`src/rtl/rbd_pkg.sv`:
```
package rbd_pkg;
  localparam int SEL_W = 3;
  localparam int OP_W  = 5;
  localparam int CW_W  = 3 * SEL_W + OP_W;

  typedef enum logic [OP_W-1:0] {
    OP_PASS = 5'b00000,
    OP_INC  = 5'b00001,
    OP_ADD  = 5'b00010,
    OP_SUB  = 5'b00101,
    OP_DEC  = 5'b00110,
    OP_AND  = 5'b01000,
    OP_OR   = 5'b01010,
    OP_XOR  = 5'b01100,
    OP_NOT  = 5'b01110,
    OP_SHR  = 5'b10000,
    OP_SHL  = 5'b11000
  } alu_op_e;

  typedef struct packed {
    logic [SEL_W-1:0] sel_a;
    logic [SEL_W-1:0] sel_b;
    logic [SEL_W-1:0] sel_d;
    logic [OP_W-1:0]  op;
  } ctrl_t;

  function automatic logic op_is_known(input logic [OP_W-1:0] op);
    case (op)
      OP_PASS, OP_INC, OP_ADD, OP_SUB, OP_DEC, OP_AND,
      OP_OR, OP_XOR, OP_NOT, OP_SHR, OP_SHL: return 1'b1;
      default: return 1'b0;
    endcase
  endfunction
endpackage

```
`src/rtl/rbd_src_mux.sv`:
```
module rbd_src_mux #(
  parameter int DW   = 8,
  parameter int SW   = 3,
  parameter int NREG = 7
) (
  input  logic [SW-1:0]      sel,
  input  logic [DW-1:0]      ext_in,
  input  logic [NREG*DW-1:0] reg_flat,
  output logic [DW-1:0]      bus_out
);
  always_comb begin
    bus_out = ext_in;
    for (int k = 1; k <= NREG; k++) begin
      if (sel == SW'(k)) bus_out = reg_flat[(k-1)*DW +: DW];
    end
  end
endmodule

```
`src/rtl/rbd_dest_decode.sv`:
```
module rbd_dest_decode #(
  parameter int SW   = 3,
  parameter int NREG = 7
) (
  input  logic [SW-1:0]   sel,
  output logic [NREG-1:0] load
);
  for (genvar k = 0; k < NREG; k++) begin : g_line
    assign load[k] = (sel == SW'(k + 1));
  end
endmodule

```
`src/rtl/rbd_alu.sv`:
```
module rbd_alu
  import rbd_pkg::*;
#(
  parameter int DW = 8
) (
  input  logic [DW-1:0]   a,
  input  logic [DW-1:0]   b,
  input  logic [OP_W-1:0] op,
  output logic [DW-1:0]   y
);
  function automatic logic [DW-1:0] alu_eval(input logic [DW-1:0] x,
                                             input logic [DW-1:0] z,
                                             input logic [OP_W-1:0] code);
    case (code)
      OP_PASS: return x;
      OP_INC:  return x + DW'(1);
      OP_ADD:  return x + z;
      OP_SUB:  return x - z;
      OP_DEC:  return x - DW'(1);
      OP_AND:  return x & z;
      OP_OR:   return x | z;
      OP_XOR:  return x ^ z;
      OP_NOT:  return ~x;
      OP_SHR:  return x >> 1;
      OP_SHL:  return x << 1;
      default: return '0;
    endcase
  endfunction

  assign y = alu_eval(a, b, op);
endmodule

```
`src/rtl/rbd_regfile.sv`:
```
module rbd_regfile #(
  parameter int DW   = 8,
  parameter int NREG = 7
) (
  input  logic               clk,
  input  logic               rst_n,
  input  logic [NREG-1:0]    load,
  input  logic [DW-1:0]      wdata,
  output logic [NREG*DW-1:0] reg_flat
);
  for (genvar k = 0; k < NREG; k++) begin : g_reg
    logic [DW-1:0] q;
    always_ff @(posedge clk or negedge rst_n) begin
      if (!rst_n)       q <= '0;
      else if (load[k]) q <= wdata;
    end
    assign reg_flat[k*DW +: DW] = q;
  end
endmodule

```
`src/rtl/regbank_datapath.sv`:
```
module regbank_datapath
  import rbd_pkg::*;
#(
  parameter int DW = 8
) (
  input  logic            clk,
  input  logic            rst_n,
  input  logic [DW-1:0]   data_in,
  input  logic [CW_W-1:0] ctrl_word,
  output logic [DW-1:0]   result_out
);
  localparam int NREG = (1 << SEL_W) - 1;

  ctrl_t               cw;
  logic [DW-1:0]       bus_a;
  logic [DW-1:0]       bus_b;
  logic [NREG-1:0]     load_lines;
  logic [NREG*DW-1:0]  reg_flat;

  assign cw = ctrl_t'(ctrl_word);

  rbd_src_mux #(.DW(DW), .SW(SEL_W), .NREG(NREG)) i_mux_a (
    .sel(cw.sel_a), .ext_in(data_in), .reg_flat(reg_flat), .bus_out(bus_a));

  rbd_src_mux #(.DW(DW), .SW(SEL_W), .NREG(NREG)) i_mux_b (
    .sel(cw.sel_b), .ext_in(data_in), .reg_flat(reg_flat), .bus_out(bus_b));

  rbd_alu #(.DW(DW)) i_alu (
    .a(bus_a), .b(bus_b), .op(cw.op), .y(result_out));

  rbd_dest_decode #(.SW(SEL_W), .NREG(NREG)) i_dec (
    .sel(cw.sel_d), .load(load_lines));

  rbd_regfile #(.DW(DW), .NREG(NREG)) i_rf (
    .clk(clk), .rst_n(rst_n), .load(load_lines), .wdata(result_out),
    .reg_flat(reg_flat));
endmodule

```
`config.mk`:
```
export PLATFORM = sky130hd
export DESIGN_NAME = regbank_datapath
export DESIGN_NICKNAME = d
export VERILOG_FILES = /design/src/rtl/rbd_pkg.sv /design/src/rtl/rbd_src_mux.sv /design/src/rtl/rbd_dest_decode.sv /design/src/rtl/rbd_alu.sv /design/src/rtl/rbd_regfile.sv /design/src/rtl/regbank_datapath.sv
export SDC_FILE = /design/constraint.sdc
export NUM_CORES = 1
export LEC_CHECK = 0
export BUFFER_PORTS_ARGS = -buffer_cell sky130_fd_sc_hd__buf_2
export CAP_MARGIN = 20
export CELL_PAD_IN_SITES_DETAIL_PLACEMENT = 0
export CELL_PAD_IN_SITES_GLOBAL_PLACEMENT = 1
export CORE_UTILIZATION = 41
export CTS_CLUSTER_DIAMETER = 150
export DETAILED_ROUTE_END_ITERATION = 10
export PLACE_DENSITY = 0.65
export SYNTH_ARGS = -nofsm -noshare
export SYNTH_HDL_FRONTEND = slang
export SYNTH_HIERARCHICAL = 1
export SYNTH_SLANG_ARGS = --single-unit
```
`constraint.sdc`:
```
create_clock -name clk -period 4.74 [get_ports clk]
set_clock_uncertainty 0.05 [all_clocks]
set_input_delay 0.474 -clock clk [delete_from_list [all_inputs] [get_ports clk]]
set_output_delay 0.474 -clock clk [all_outputs]
set_load 0.005 [all_outputs]
```
==> metrics.md <==
| Metric | Value |
|---|---|
| Status | `finished, final reports clean` |
| Simple-gate share of the synthesized area | `0.1391` |
| Period utilization | `0.9573` |
| Top Family by Delay on Critical Path | `compound AO/OA/AOI/OAI gates` |
| TritonCTS Sinks | `between 50 and 60` |
| Slew Limit Headroom | `0.2925` |
| Initial drt markers | `between 200 and 250` |
| Count of final setup violators | `0` |
| Met3 WL | `between 500 and 600 um` |
| Final Hold Viols | `0` |
| Mapped Area | `0.005010 mm2` |
| Clk_lat worst skew | `~290 ps` |
| Post-synth EDFFs | `0` |
| Vias in the first global route | `~3800` |
| Mux contribution to synthesized area | `0.3057` |
| Clock root buffer | `clkbuf_16` |
| DR top layer | `met4` |
| H-tree levels | `2` |
| Post-synth ARST share | `1.000` |
| FF-to-FF setup slack | `580 ps` |
| Worst VDD drop | `about 0.19 mV` |
| Leading registers by flop count | `i_rf/g.q x56` |
| Syn Area/Cell | `about 11 um2` |
| DRT Wirelength | `13720 um` |
| I/O pin cnt | `32` |
| Post-synthesis adder-cell area fraction | `0.06643` |
| Die width | `about 110 um` |
| GP Congestion | `0.8471` |
| WL/cell | `between 20 and 25 um` |
| Max reg flops | `56` |
| Top FF cell, synth | `dfrtp_1` |
| Min cycle time layout | `between 4000 and 5000 ps` |
| Final TNS setup | `0 ps` |
| Die area | `~0.013 mm2` |
| Power Density | `~290 mW/mm2` |
| Setup Crit Path Kind | `primary input to primary output` |
| Worst path slowest cell | `mux4_1` |
| CTS tree | `yes` |
| Post-Route M1 WL | `6670 um` |
| Clock-pin slew on the worst setup and hold paths | `80 ps` |
| Total GRT Usage | `0.2284` |
| Reg2reg start | `i_rf/g_reg[1].q[0]$_DFFE_PN0P_` |
| Yosys Warn Count | `6` |
| Residual DRC count | `0` |
| Post-synthesis xor/xnor area fraction | `0.008741` |
| Syn_nets | `roughly 520` |
| Worst R2R Path Depth | `15` |
| Final ANT Viol Nets | `0` |
| Max-Cap Viols | `0` |
| Largest Register | `i_rf/g.q` |
| Critical Path RT | `about 4200 ps` |
| RR Endpoint | `i_rf/g_reg[6].q[5]$_DFFE_PN0P_` |
| Core area | `about 0.012 mm2` |
| Synth unique cells | `between 50 and 60` |
| Worst-Margin Slew | `~1100 ps` |
| Placement-stage worst setup slack | `approximately 200 ps` |
| Mapped Cells | `between 400 and 500` |
| Buffers and inverters on the worst path | `4` |
| RSZ-0062 raised after global routing | `false` |
| CTS Buffer Depth | `2` |
| Synth Area in Compound Gates | `0.1436` |
| Slew Limit Fails | `0` |
| DR vias/cell | `around 6` |
| Worst hold path type | `primary input to asynchronous set/reset pin` |
| Fin cells | `653` |
| Seq cells post-synth | `56` |
| Vias | `3912` |
| Die H | `around 110 um` |
| Row count | `40` |
| Final hold slack | `between 200 and 300 ps` |
| Crit path DAT | `approximately 4000 ps` |
| Layout net count | `~560` |
| Largest family of logic cells by synthesized area | `multiplexers` |
| Synth top area share | `0.2797` |
| Area grow syn2layout | `9.316%` |
| Post-CTS setup buffers | `0` |
| Fmax | `0.2204 GHz` |
| Initial core utilization | `0.4188` |
| Share of cells above drive strength 1 | `0.2984` |
| Synth top area cells | `dfrtp_1 (28%), mux2_4 (19%), mux4_1 (6.3%)` |
| Port buffer count | `31` |
| Met2 routed WL | `slightly above 6000 um` |
| Cell accounting for the most synthesized area | `dfrtp_1` |
| Setup crit start kind | `primary input` |
| DR pass1 iterations | `5` |
| Total power | `between 0.0015 and 0.002 W` |
| Critical Path Fanout Max | `5` |
| Seq/Total Area, Yosys | `0.2797` |
| Hold buffers post-CTS | `0` |
| Critical Path, Cell by Cell | `buf_2 -> mux4_1 -> mux2_4 -> inv_1 -> ha_1 -> a221o_1 -> inv_1 -> ha_1 -> nor2b_1 -> o31a_1 -> o21a_1 -> nor2_1 -> xnor2_1 -> a221o_1 -> buf_2` |
| Final worst slack | `between 200 and 250 ps` |
| Number of clock buffers inserted by TritonCTS | `5` |
| Leak | `2.516 nW` |
| Initial antenna violation count | `0` |
| First-pass GRT wire length | `about 22000 um` |
| Detailed placement HPWL | `between 10000 and 15000 um` |
| Largest net degree at the start of global routing | `57` |
| Congestion Overflow GR | `0` |
| Crit end category | `primary output` |
| Diode count | `0` |
| Slowest cell delay on critical path | `570 ps` |
| Dpl cells | `between 600 and 700` |
-- cells in the mapped netlist, types with 2 or more instances --
cell type,count
xor2_1,2
inv_1,18
nand4_1,3
a32o_1,8
buf_4,5
mux2_4,62
o21ai_0,31
a21oi_1,25
mux2i_1,6
buf_1,4
and3_1,2
ha_1,25
clkbuf_1,7
o211ai_1,2
buf_2,5
nor3b_1,4
dfrtp_1,56
nand3_1,8
a221o_1,2
nor2b_1,7
a22oi_1,8
mux4_1,12
nand2b_1,9
nor2_1,41
o21a_1,4
a21o_1,4
mux4_2,8
xnor2_1,3
buf_6,10
nand2_1,28
a311oi_1,2
nor3_1,21
and2_1,4
a31oi_1,3
a221oi_1,7
and3b_2,3
mux2_2,4
nor4_1,2
-- layout by cell type (no fill, tap or decap), drive strengths merged, types with 7 or more instances in the layout --
cell type,count
a21oi,26
dfrtp,56
nor2,41
a22oi,8
inv,19
buf,55
nand3,8
nor3,22
o21ai,33
mux2,66
ha,25
a221oi,7
nand2,28
nor2b,7
mux4,20
a32o,8
nand2b,9
-- final cells by class --
cell class / count / area (um2)
multi-input combinational: 369 / 3342
tap: 147 / 183.9
sequential: 56 / 1401
clock inverter: 2 / 13.76
clock buffer: 6 / 128.9
inverter: 18 / 67.56
fill: 1133 / 6485
timing repair buffer: 55 / 339.1
-- how the worst max path moves through the flow --
stage | from | to | depth (start not counted)
after CTS | ctrl_word[9] | result_out[7] | 16
after global routing | ctrl_word[8] | result_out[7] | 17
after global placement | ctrl_word[8] | result_out[5] | 15
after floorplan | ctrl_word[8] | result_out[3] | 11
after detailed placement | ctrl_word[9] | result_out[7] | 16
final | ctrl_word[8] | result_out[5] | 15
-- stage by stage --
step                instance area, um2    util
floorplan                         5010       -
global placement                  5328  0.4454
detailed placement                5328  0.4454
CTS                               5470  0.4573
global route                      5477  0.4578
finish                            5477  0.4578
-- metal layers --
layer / GRT usage / vias to the layer above
met4: 0.05333 / 0
met2: 0.3609 / 110
met1: 0.3302 / 1940
met3: 0.03240 / 14
li1: - / 1848
met5: 0 / -
-- power breakdown --
| part | switching (W) | internal [W] |
|---|---|---|
| sequential | 0.0000655 | 0.000554 |
| clock | 0.000180 | 0.000198 |
| combinational | 0.000285 | 0.000296 |
-- logic make-up after synthesis --
| kind of cell | after synthesis |
|---|---|
| compound gates | 108 |
| xor+xnor | 5 |
| fa+ha+maj | 26 |
| buf+inv | 49 |
| flops | 56 |
| mux | 92 |
| simple gates | 138 |
-- repair_timing --
item / 4_1_cts / 5_1_grt
resized for setup: 0 / 3
setup endpoints to repair: 0 / 2
hold endpoints to repair: 0 / 0
-- worst reg2reg max path: cells and delay by family, from the launching register on --
kind	cells	cell delay (ps)
adders and majority gates	2	460
and+or+nand+nor	2	260
AOI/OAI and AO/OA	4	1280
buffers and inverters	3	400
muxes	3	1080
xor gates and xnor gates	1	100
DFF	1	400
(Power assumes the default switching activity.)
